File: config.mk
export PLATFORM = sky130hd
export DESIGN_NAME = chain_dma_engine
export DESIGN_NICKNAME = d
export VERILOG_FILES = /design/src/rtl/cdma_pkg.sv /design/src/rtl/cdma_cb_decode.sv /design/src/rtl/cdma_addr_step.sv /design/src/rtl/chain_dma_engine.sv
export SDC_FILE = /design/constraint.sdc
export NUM_CORES = 1
export LEC_CHECK = 0
export ABC_AREA = 1
export BUFFER_PORTS_ARGS = -buffer_cell sky130_fd_sc_hd__buf_4
export CAP_MARGIN = 20
export CORE_MARGIN = 4
export CORE_UTILIZATION = 45
export DETAILED_ROUTE_END_ITERATION = 6
export GPL_TIMING_DRIVEN = 1
export MAX_ROUTING_LAYER = met4
export PLACE_DENSITY = 0.72
export SETUP_SLACK_MARGIN = 0.4
export SLEW_MARGIN = 20
export SYNTH_ARGS = -nofsm -noshare
export SYNTH_HDL_FRONTEND = slang
export SYNTH_SLANG_ARGS = --single-unit
File: constraint.sdc
create_clock -name clk -period 5 [get_ports clk]
set_clock_uncertainty 0.2 [all_clocks]
set_input_delay 0.75 -clock clk [delete_from_list [all_inputs] [get_ports clk]]
set_output_delay 0.75 -clock clk [all_outputs]
set_load 0.05 [all_outputs]
File: src/rtl/cdma_pkg.sv
package cdma_pkg;

    localparam int WORD_W     = 32;
    localparam int CB_WORDS   = 6;
    localparam int IDX_W      = $clog2(CB_WORDS);
    localparam int ROWS_W     = 15;
    localparam int BEAT_BYTES = WORD_W / 8;

    // Positions inside the info word of a control block
    localparam int BIT_IRQ_EN  = 0;
    localparam int BIT_TWO_D   = 1;
    localparam int BIT_DST_INC = 4;
    localparam int BIT_DST_IGN = 7;
    localparam int BIT_SRC_INC = 8;
    localparam int BIT_SRC_IGN = 11;

    // Descriptor word slots
    localparam int CB_INFO = 0;
    localparam int CB_SRC  = 1;
    localparam int CB_DST  = 2;
    localparam int CB_LEN  = 3;
    localparam int CB_STR  = 4;
    localparam int CB_NEXT = 5;

    typedef enum logic [3:0] {
        S_IDLE,
        S_CHECK,
        S_FETCH_REQ,
        S_FETCH_WAIT,
        S_SETUP,
        S_ROW_CHK,
        S_RD_REQ,
        S_RD_WAIT,
        S_WR_REQ,
        S_WR_WAIT,
        S_BEAT_END,
        S_ROW_END,
        S_BLK_END
    } state_e;

    typedef struct packed {
        logic irq_en;
        logic two_d;
        logic src_inc;
        logic dst_inc;
        logic src_ign;
        logic dst_ign;
    } xfer_ctl_t;

endpackage

File: src/rtl/cdma_cb_decode.sv
module cdma_cb_decode
    import cdma_pkg::*;
#(
    parameter int ADDR_W = 32
) (
    input  logic [WORD_W-1:0] info_word,
    input  logic [WORD_W-1:0] len_word,
    input  logic [WORD_W-1:0] stride_word,
    output xfer_ctl_t         ctl,
    output logic [WORD_W-1:0] row_len,
    output logic [ROWS_W-1:0] row_cnt,
    output logic [ADDR_W-1:0] src_stride,
    output logic [ADDR_W-1:0] dst_stride
);

    logic [15:0] src_raw;
    logic [15:0] dst_raw;
    logic [ADDR_W-1:0] src_ext;
    logic [ADDR_W-1:0] dst_ext;

    assign ctl.irq_en  = info_word[BIT_IRQ_EN];
    assign ctl.two_d   = info_word[BIT_TWO_D];
    assign ctl.src_inc = info_word[BIT_SRC_INC];
    assign ctl.dst_inc = info_word[BIT_DST_INC];
    assign ctl.src_ign = info_word[BIT_SRC_IGN];
    assign ctl.dst_ign = info_word[BIT_DST_IGN];

    logic unused_info_bits;
    assign unused_info_bits = ^{info_word[WORD_W-1:12], info_word[10:9],
                                info_word[6:5], info_word[3:2]};

    assign src_raw = stride_word[15:0];
    assign dst_raw = stride_word[31:16];

    generate
        if (ADDR_W > 16) begin : g_wide
            assign src_ext = {{(ADDR_W-16){src_raw[15]}}, src_raw};
            assign dst_ext = {{(ADDR_W-16){dst_raw[15]}}, dst_raw};
        end else begin : g_narrow
            assign src_ext = src_raw[ADDR_W-1:0];
            assign dst_ext = dst_raw[ADDR_W-1:0];
        end
    endgenerate

    always_comb begin
        if (ctl.two_d) begin
            row_len    = {16'b0, len_word[15:0]};
            row_cnt    = ROWS_W'(len_word[29:16]) + ROWS_W'(1);
            src_stride = src_ext;
            dst_stride = dst_ext;
        end else begin
            row_len    = len_word;
            row_cnt    = ROWS_W'(1);
            src_stride = '0;
            dst_stride = '0;
        end
    end

endmodule

File: src/rtl/cdma_addr_step.sv
module cdma_addr_step
    import cdma_pkg::*;
#(
    parameter int ADDR_W = 32
) (
    input  logic [ADDR_W-1:0] cur,
    input  logic              inc,
    input  logic [ADDR_W-1:0] stride,
    output logic [ADDR_W-1:0] beat_nxt,
    output logic [ADDR_W-1:0] row_nxt
);

    assign beat_nxt = inc ? cur + ADDR_W'(BEAT_BYTES) : cur;
    assign row_nxt  = cur + stride;

endmodule

File: src/rtl/chain_dma_engine.sv
module chain_dma_engine
    import cdma_pkg::*;
#(
    parameter int ADDR_W = 32
) (
    input  logic              clk,
    input  logic              rst_n,
    input  logic              chan_en,
    input  logic              start,
    input  logic [ADDR_W-1:0] start_ptr,
    input  logic              flag_clr,
    output logic              mem_req_valid,
    input  logic              mem_req_ready,
    output logic              mem_req_write,
    output logic [ADDR_W-1:0] mem_req_addr,
    output logic [WORD_W-1:0] mem_req_wdata,
    input  logic              mem_rsp_valid,
    input  logic [WORD_W-1:0] mem_rsp_rdata,
    output logic              active,
    output logic              paused,
    output logic              end_flag,
    output logic              irq,
    output logic [ADDR_W-1:0] blk_ptr,
    output logic [ADDR_W-1:0] src_addr,
    output logic [ADDR_W-1:0] dst_addr,
    output logic [WORD_W-1:0] len_live
);

    localparam logic [IDX_W-1:0]  LAST_IDX = IDX_W'(CB_WORDS - 1);
    localparam logic [WORD_W-1:0] BEAT_W   = WORD_W'(BEAT_BYTES);

    state_e            state_q, state_d;
    logic [WORD_W-1:0] desc_q [CB_WORDS];
    logic [IDX_W-1:0]  idx_q;
    logic [ADDR_W-1:0] ptr_q, src_q, dst_q;
    logic [WORD_W-1:0] xlen_q, live_q, data_q;
    logic [ROWS_W-1:0] ylen_q;
    logic              active_q, paused_q, end_q, irq_q;

    xfer_ctl_t         ctl;
    logic [WORD_W-1:0] row_len;
    logic [ROWS_W-1:0] row_cnt;
    logic [ADDR_W-1:0] src_stride, dst_stride;
    logic [ADDR_W-1:0] src_beat, src_row, dst_beat, dst_row;
    logic [WORD_W-1:0] xlen_after, live_after;
    logic              chain_stop;

    cdma_cb_decode #(.ADDR_W(ADDR_W)) u_decode (
        .info_word  (desc_q[CB_INFO]),
        .len_word   (desc_q[CB_LEN]),
        .stride_word(desc_q[CB_STR]),
        .ctl        (ctl),
        .row_len    (row_len),
        .row_cnt    (row_cnt),
        .src_stride (src_stride),
        .dst_stride (dst_stride)
    );

    cdma_addr_step #(.ADDR_W(ADDR_W)) u_src_step (
        .cur     (src_q),
        .inc     (ctl.src_inc),
        .stride  (src_stride),
        .beat_nxt(src_beat),
        .row_nxt (src_row)
    );

    cdma_addr_step #(.ADDR_W(ADDR_W)) u_dst_step (
        .cur     (dst_q),
        .inc     (ctl.dst_inc),
        .stride  (dst_stride),
        .beat_nxt(dst_beat),
        .row_nxt (dst_row)
    );

    assign xlen_after = (xlen_q <= BEAT_W) ? '0 : xlen_q - BEAT_W;
    assign live_after = ctl.two_d ? {1'b0, ylen_q, xlen_after[15:0]} : xlen_after;
    assign chain_stop = (ptr_q == '0) || !chan_en;

    // State register
    always_ff @(posedge clk) begin
        if (!rst_n) state_q <= S_IDLE;
        else        state_q <= state_d;
    end

    // Next-state logic
    always_comb begin
        state_d = state_q;
        unique case (state_q)
            S_IDLE:       if (start) state_d = S_CHECK;
            S_CHECK:      state_d = chain_stop ? S_IDLE : S_FETCH_REQ;
            S_FETCH_REQ:  if (mem_req_ready) state_d = S_FETCH_WAIT;
            S_FETCH_WAIT: if (mem_rsp_valid)
                              state_d = (idx_q == LAST_IDX) ? S_SETUP : S_FETCH_REQ;
            S_SETUP:      state_d = S_ROW_CHK;
            S_ROW_CHK: begin
                if (xlen_q == '0)        state_d = S_ROW_END;
                else if (!ctl.src_ign)   state_d = S_RD_REQ;
                else if (!ctl.dst_ign)   state_d = S_WR_REQ;
                else                     state_d = S_BEAT_END;
            end
            S_RD_REQ:     if (mem_req_ready) state_d = S_RD_WAIT;
            S_RD_WAIT:    if (mem_rsp_valid)
                              state_d = ctl.dst_ign ? S_BEAT_END : S_WR_REQ;
            S_WR_REQ:     if (mem_req_ready) state_d = S_WR_WAIT;
            S_WR_WAIT:    if (mem_rsp_valid) state_d = S_BEAT_END;
            S_BEAT_END:   state_d = S_ROW_CHK;
            S_ROW_END:    state_d = (ylen_q > ROWS_W'(1)) ? S_ROW_CHK : S_BLK_END;
            S_BLK_END:    state_d = S_CHECK;
            default:      state_d = S_IDLE;
        endcase
    end

    // Memory request outputs
    always_comb begin
        mem_req_valid = 1'b0;
        mem_req_write = 1'b0;
        mem_req_addr  = '0;
        unique case (state_q)
            S_FETCH_REQ: begin
                mem_req_valid = 1'b1;
                mem_req_addr  = ptr_q + ADDR_W'({idx_q, 2'b00});
            end
            S_RD_REQ: begin
                mem_req_valid = 1'b1;
                mem_req_addr  = src_q;
            end
            S_WR_REQ: begin
                mem_req_valid = 1'b1;
                mem_req_write = 1'b1;
                mem_req_addr  = dst_q;
            end
            default: ;
        endcase
    end

    assign mem_req_wdata = data_q;

    // Datapath and flags
    always_ff @(posedge clk) begin
        if (!rst_n) begin
            for (int i = 0; i < CB_WORDS; i++) desc_q[i] <= '0;
            idx_q    <= '0;
            ptr_q    <= '0;
            src_q    <= '0;
            dst_q    <= '0;
            xlen_q   <= '0;
            ylen_q   <= '0;
            live_q   <= '0;
            data_q   <= '0;
            active_q <= 1'b0;
            paused_q <= 1'b0;
            end_q    <= 1'b0;
            irq_q    <= 1'b0;
        end else begin
            if (flag_clr) begin
                end_q <= 1'b0;
                irq_q <= 1'b0;
            end
            case (state_q)
                S_IDLE: if (start) begin
                    ptr_q    <= start_ptr;
                    active_q <= 1'b1;
                    paused_q <= 1'b0;
                end
                S_CHECK: begin
                    idx_q <= '0;
                    if (chain_stop) begin
                        active_q <= 1'b0;
                        paused_q <= 1'b1;
                    end
                end
                S_FETCH_WAIT: if (mem_rsp_valid) begin
                    desc_q[idx_q] <= mem_rsp_rdata;
                    idx_q         <= idx_q + IDX_W'(1);
                end
                S_SETUP: begin
                    src_q  <= desc_q[CB_SRC][ADDR_W-1:0];
                    dst_q  <= desc_q[CB_DST][ADDR_W-1:0];
                    xlen_q <= row_len;
                    ylen_q <= row_cnt;
                    live_q <= desc_q[CB_LEN];
                    data_q <= '0;
                end
                S_RD_WAIT: if (mem_rsp_valid) data_q <= mem_rsp_rdata;
                S_BEAT_END: begin
                    src_q  <= src_beat;
                    dst_q  <= dst_beat;
                    xlen_q <= xlen_after;
                    live_q <= live_after;
                end
                S_ROW_END: if (ylen_q > ROWS_W'(1)) begin
                    ylen_q <= ylen_q - ROWS_W'(1);
                    src_q  <= src_row;
                    dst_q  <= dst_row;
                    xlen_q <= row_len;
                end
                S_BLK_END: begin
                    end_q <= 1'b1;
                    if (ctl.irq_en) irq_q <= 1'b1;
                    ptr_q <= desc_q[CB_NEXT][ADDR_W-1:0];
                end
                default: ;
            endcase
        end
    end

    assign active   = active_q;
    assign paused   = paused_q;
    assign end_flag = end_q;
    assign irq      = irq_q;
    assign blk_ptr  = ptr_q;
    assign src_addr = src_q;
    assign dst_addr = dst_q;
    assign len_live = live_q;

    // Assertions
    AST_RESET_QUIET: assert property (@(posedge clk) $rose(rst_n) |-> !mem_req_valid && !active_q && !irq_q);
    AST_REQ_HELD: assert property (@(posedge clk) disable iff (!rst_n)
        mem_req_valid && !mem_req_ready |=> mem_req_valid && $stable(mem_req_addr) && $stable(mem_req_write));
    AST_RSP_NOT_WITH_REQ: assert property (@(posedge clk) disable iff (!rst_n)
        mem_rsp_valid |-> !mem_req_valid);
    AST_SRC_FIXED: assert property (@(posedge clk) disable iff (!rst_n)
        (state_q == S_BEAT_END) && !ctl.src_inc |=> $stable(src_q));
    AST_NO_IGNORED_READ: assert property (@(posedge clk) disable iff (!rst_n)
        mem_req_valid && !mem_req_write && (state_q != S_FETCH_REQ) |-> !ctl.src_ign);
    AST_IRQ_HAS_END: assert property (@(posedge clk) disable iff (!rst_n)
        irq_q |-> end_q);
    AST_STOP_CLEAN: assert property (@(posedge clk) disable iff (!rst_n)
        $fell(active_q) |-> paused_q && ((ptr_q == '0) || !$past(chan_en)));
    AST_RUN_EXCL: assert property (@(posedge clk) disable iff (!rst_n)
        !(active_q && paused_q));

endmodule

==> Yosys cells after proc, flatten, opt, wreduce, memory -nomap -nowiden <==
Memory sizes are Yosys's and may differ from the RTL's.
Index checks and enable logic that the tools add are counted.
{ "classes": {"add_sub_neg": 9, "order_cmp": 2, "eq_ne": 24, "mux": 59, "n_reduce_logical": 25} }
{ "op_table": {"columns": ["cell", "n"], "rows": [
  ["two-way mux 32 bit", 13],
  ["one-hot mux 32 bit (3 select lines)", 4],
  ["one-hot mux 32 bit (2 select lines)", 3],
  ["adder 32 x 3 -> 32 bit, second input constant", 2],
  ["adder 32 bit", 2],
  ["logical NOT 32 bit", 2],
  ["one-hot mux 4 bit (12 select lines)", 1],
  ["two-way mux 4 bit", 10],
  ["adder 32 x 5 -> 32 bit", 1],
  ["<= comparator 32 x 3 -> 1 bit, second input constant", 1],
  ["OR reduction 32 bit", 1],
  ["subtractor 32 x 3 -> 32 bit, second input constant", 1],
  ["two-way mux 15 bit", 2],
  ["one-hot mux 15 bit (2 select lines)", 1],
  ["equality test 4 bit, second input constant", 5],
  ["!= test 2 bit, second input constant", 9],
  ["two-way mux 1 bit", 17],
  ["equality test 4 x 3 -> 1 bit, second input constant", 4],
  ["adder 14 x 1 -> 15 bit, second input constant", 1],
  ["greater-than comparator 15 x 1 -> 1 bit, second input constant", 1],
  ["subtractor 15 x 1 -> 15 bit, second input constant", 1],
  ["nonzero test 2 bit", 7],
  ["AND reduction 2 bit", 5],
  ["two-way mux 3 bit", 3],
  ["16 further kinds", 22]
]} }
{ "totals": {"ff_bits": 218, "ram_bits": 192, "inputBits": 71, "output_inout_bits": 198, "word_cells": 133, "mem_count": 1} }
{ "mem_list": {"columns": ["name", "depth", "width", "read_ports", "rd_ports_with_merged_regs", "write_ports", "line_no", "text"], "rows": [
  ["desc_q", 6, 32, 6, 0, 6, "chain_dma_engine.sv:33", "logic [WORD_W-1:0] desc_q [CB_WORDS];"]
]} }

==> Longest topological paths before layout <==
{ "depth": {"depth_word": 6, "ltp_mapped": 22, "depth_no_buf": 17} }

==> By module <==
A second synthesis with hierarchy kept.
{ "hier_totals": {"hier_cells": 4112, "hier_area_um2": 27288.7} }
{ "modules_own_cells": {"columns": ["mod", "n_inst", "cells_each", "area_per_inst_um2"], "rows": [
  ["chain_dma_engine", 1, 2576, 19727.7],
  ["cdma_addr_step at u_dst_step", 1, 656, 3228.1],
  ["cdma_addr_step at u_src_step", 1, 651, 3175.5],
  ["cdma_cb_decode", 1, 229, 1157.4]
]} }

==> Least setup slack after synthesis <==
No wires, ideal clock.
{ "synth_timing": {"path_type": "input to register", "start": "input mem_rsp_valid", "end": "memory desc_q[5][0] (enable)", "t_arrival_ps": 4307, "t_required_ps": 4289, "slack_ps": -18, "stages": 4, "cell_sequence": "inv_1 nor2_4 inv_2 o41ai_1"} }
{ "synth_lines": {"columns": ["item", "line_no", "text"], "rows": [
  ["start: declaration", "chain_dma_engine.sv:17", "input logic mem_rsp_valid,"],
  ["end: declaration", "chain_dma_engine.sv:33", null]
]} }

==> Final worst setup path <==
{ "layout_timing": {"start": "register idx_q[0]", "end": "output mem_req_addr[26]"} }
{ "layout_via": {"elab_chain_len": 2} }
{ "layout_rtl": {"columns": ["item", "line_no", "text"], "rows": [
  ["start: declaration", "chain_dma_engine.sv:34", "logic [IDX_W-1:0] idx_q;"],
  ["start signal: assignment", "chain_dma_engine.sv:174", "idx_q <= idx_q + IDX_W'(1);"],
  ["adder 32 x 5 -> 32 bit", "chain_dma_engine.sv:121", "mem_req_addr = ptr_q + ADDR_W'({idx_q, 2'b00});"],
  ["one-hot mux 32 bit (3 select lines)", "chain_dma_engine.sv:118", "unique case (state_q)"],
  ["end: declaration", "chain_dma_engine.sv:15", "output logic [ADDR_W-1:0] mem_req_addr,"]
]} }
No other way between the ends.

==> results.json <==
{
  "hold_viol": 0,
  "wl_per_cell_um": 21.0,
  "drt_wl_total_um": 101000,
  "finalCriticalPeriod_ns": 4.38,
  "leakage_nw": 13.5,
  "regToRegSetupSlack_ns": 1.78,
  "chipWidth_um": 245,
  "grt_pass1_vias": 24600,
  "post-cts-setup-buffer-count": 0,
  "cts_tree": "done",
  "status": "finished, violations left",
  "die_height_um": 245,
  "synth_area_leaders": "edfxtp_1 (20%), dfxtp_1 (17%), nand2_1 (16%), nor2_1 (7.3%), inv_1 (7.0%)",
  "gp_congestion": 1.04,
  "syn_area_per_cell_um2": 6.57,
  "post_dp_cell_area_um2": 27700,
  "ys_seq_elements": 384,
  "io-pin-count": 269,
  "insertion_delay_ns": 0.60,
  "crit_type": "flip-flop to output port",
  "cts.sinks": 384,
  "clock_path_buffers": 3,
  "synth_area_um2": 25200,
  "ys.flop_type": "dfxtp_1",
  "p_comb_share_pct": 9.2,
  "final_util_pct": 52.7,
  "start_util_pct": 45.6,
  "yosysWarnings": 0,
  "start_kind": "flip-flop",
  "drt-vias-per-instance": 5.66,
  "cp.required_ns": 4.05,
  "r2r-start": "desc_q[0][1]",
  "hp-class": "input port to flip-flop",
  "p_seq_share_pct": 47.0,
  "yosysSeqAreaShare_pct": 37.1,
  "grt_use_total_pct": 33.1,
  "yosysTopAreaCell": "edfxtp_1",
  "intPower_mw": 5.36,
  "sw_frac_of_total_pct": 27.2,
  "power_frac_clock_pct": 43.8,
  "rsz0062_at_grt": "no",
  "slew_viol_final": 0,
  "max-cap-violations": 0,
  "cts-root-buf": "clkbuf_16",
  "overflow": 0,
  "failed_checks": "DRC",
  "synthCells": 3833,
  "cts_htree_levels": 2,
  "min_from": "mem_rsp_rdata[1]",
  "crit_fanout": 5,
  "dp_hpwl_um": 75700,
  "arrival_ns": 3.43,
  "synth_edf_count": 166,
  "switching_power_mw": 2.01,
  "drc": 5,
  "hold_depth": 3,
  "detail-route-antenna-nets": 0,
  "synth_top_area_share_pct": 19.8,
  "fin_area_um2": 29100,
  "reg2reg_depth": 17,
  "min_to": "mem_req_wdata[1]",
  "portBuffers": 268,
  "timing.rr.end": "dst_addr[22]",
  "drtIter0Drc": 3202,
  "ctsHoldBuffers": 0,
  "synthArstFlopShare_pct": 0,
  "vias": 27200,
  "synth.distinct_cells": 54,
  "post-route-period-util_pct": 87.7,
  "dr.pass1.iters": 7,
  "core_um2": 55300,
  "holdWs_ns": 0.188,
  "worst_slew_pin_slew_ns": 1.04,
  "syn_nets": 3950,
  "grt_pass1_wl_um": 149000,
  "grt_max_degree": 83,
  "fin_total_pwr_mw": 7.37,
  "grt_antenna_before_repair": 1,
  "setup_viol": 0,
  "fmax_ghz": 0.228,
  "layout.nets": 4143,
  "clk_pin_slew_ns": 0.06,
  "row_count": 86,
  "ir_drop_uv": 258,
  "cts_buffers": 43,
  "drive_gt1_share_pct": 11.0,
  "finalSetupTns_ns": 0,
  "dieArea_um2": 59800,
  "cp-end-kind": "output port",
  "power_density_nw_per_um2": 253,
  "synthToLayoutAreaGrowth_pct": 15.6,
  "timing.slew.headroom_pct": 30.5
}
## worst max-delay path: stages, from the launching register on
cell	delay [ns]
dfxtp_1	0.40
ha_1	0.19
inv_1	0.06
fa_1	0.36
inv_1	0.09
nand3_1	0.07
nand2_1	0.15
nand3_1	0.09
inv_1	0.09
nand2_1	0.14
inv_2	0.13
nand4_1	0.19
nor2_1	0.19
or2_2	0.13
nand3_1	0.17
nand3_1	0.16
buf_4	0.21
## sequential cells by signal (all words and copies together) (netlist names)
register       cells
dst_addr          32
state_q            4
mem_req_wdata     32
idx_q              3
irq                1
xlen_q            32
active             1
len_live          32
paused             1
desc_q           166
end_flag           1
src_addr          32
ylen_q            15
blk_ptr           32
## placed cells by master, fill, tap and decap left out, types with 10 or more instances in the layout
cell type and count:
a211oi_1 10, a21oi_1 213, a31oi_1 71, a41oi_1 15, buf_4 301, clkbuf_1 13
clkbuf_16 45, dfxtp_1 217, edfxtp_1 166, ha_1 43, inv_1 470, inv_2 16
nand2_1 1049, nand2_2 10, nand3_1 294, nand4_1 51, nor2_1 487, nor2_2 14
nor3_1 56, o211ai_1 19, o21ai_0 288, o21ai_1 21, o21bai_1 22, o221ai_1 20
or2_2 21, xor2_1 36
## repair_timing
item                                   4_1_cts  5_1_grt
endpoints found under the hold margin        0        0
setup endpoints to repair                    0        5
gates resized for setup                      0        5
## per-stage QoR
| step | cells | setup WS [ns] |
|---|---|---|
| floorplan | 3833 | 0.463 |
| global route | 4810 | 0.391 |
| global placement | 4729 | 1.26 |
| CTS | 4809 | 0.570 |
| finish | 4812 | 0.617 |
| detailed placement | 4729 | 1.24 |
## power groups by stage
stage / combinational, mW / sequential (mW) / clock, mW
after global routing: 0.718 / 3.47 / 3.36
after floorplan: 0.302 / 3.60 / 0
after global placement: 0.666 / 3.52 / 0
after detailed placement: 0.664 / 3.52 / 0
final: 0.677 / 3.46 / 3.23
after CTS: 0.666 / 3.46 / 3.24
## layer usage
layer  GRT usage (%)  share of wire (%)  up-vias  routed length (um)
li1                -                  -    13000                   -
met1            44.5                 41    12500               41700
met2            49.7                 44     1559               44100
met3            6.88                 11      198               11500
met4            11.5                3.6        0                3620
met5               -                  0        -                   0
## how the worst max path moves through the flow
stage                     slack, ns  cells after the start                to       start
final                          0.62                     16  mem_req_addr[26]    idx_q[0]
after global routing           0.39                     16  mem_req_addr[26]    idx_q[0]
after CTS                      0.57                     14  mem_req_addr[30]    idx_q[1]
after detailed placement       1.24                     14  mem_req_addr[30]    idx_q[1]
after global placement         1.26                     14  mem_req_addr[30]    idx_q[1]
after floorplan                0.46                     10   mem_req_addr[8]  blk_ptr[2]
## logic make-up (layout without fill, tap and decap cells)
logic type,after synthesis,count (layout),synth area share [%]
compound gates,710,710,15.8
other cells,0,3,0
xor+xnor,39,39,1.36
flops,384,384,37.1
fa+ha+maj,46,46,2.37
buf+inv,642,870,10.2
simple gates,2012,2012,33.2
## Yosys cell counts (4+ instances only)
master	number
inv_2	15
a211oi_1	10
edfxtp_1	166
o21ai_1	20
a21oi_1	213
or2_2	21
nor4_1	8
buf_6	7
o221ai_1	20
nand2_1	1049
nor2_2	12
a41oi_1	15
nand2_2	10
o22ai_1	5
inv_1	471
xor2_1	36
o21ai_0	290
a21o_1	4
nor2_1	489
o211ai_1	19
nand4_1	51
nor3_1	57
buf_2	41
o21a_1	4
o21bai_1	22
ha_1	43
clkbuf_1	80
dfxtp_1	218
buf_4	11
a31oi_1	71
nand3b_1	7
buf_1	13
nand3_1	296
nor2_4	4
## final cells by class
type / count / area, um2
Inverter: 489 / 1840
Clock buffer: 61 / 1220
Timing Repair Buffer: 301 / 2260
Clock inverter: 19 / 193
Antenna cell: 3 / 7.51
Tap cell: 748 / 936
Multi-Input combinational cell: 2807 / 13300
Fill cell: 5759 / 26200
Sequential cell: 384 / 9350
Power figures use the tool's default switching activity.
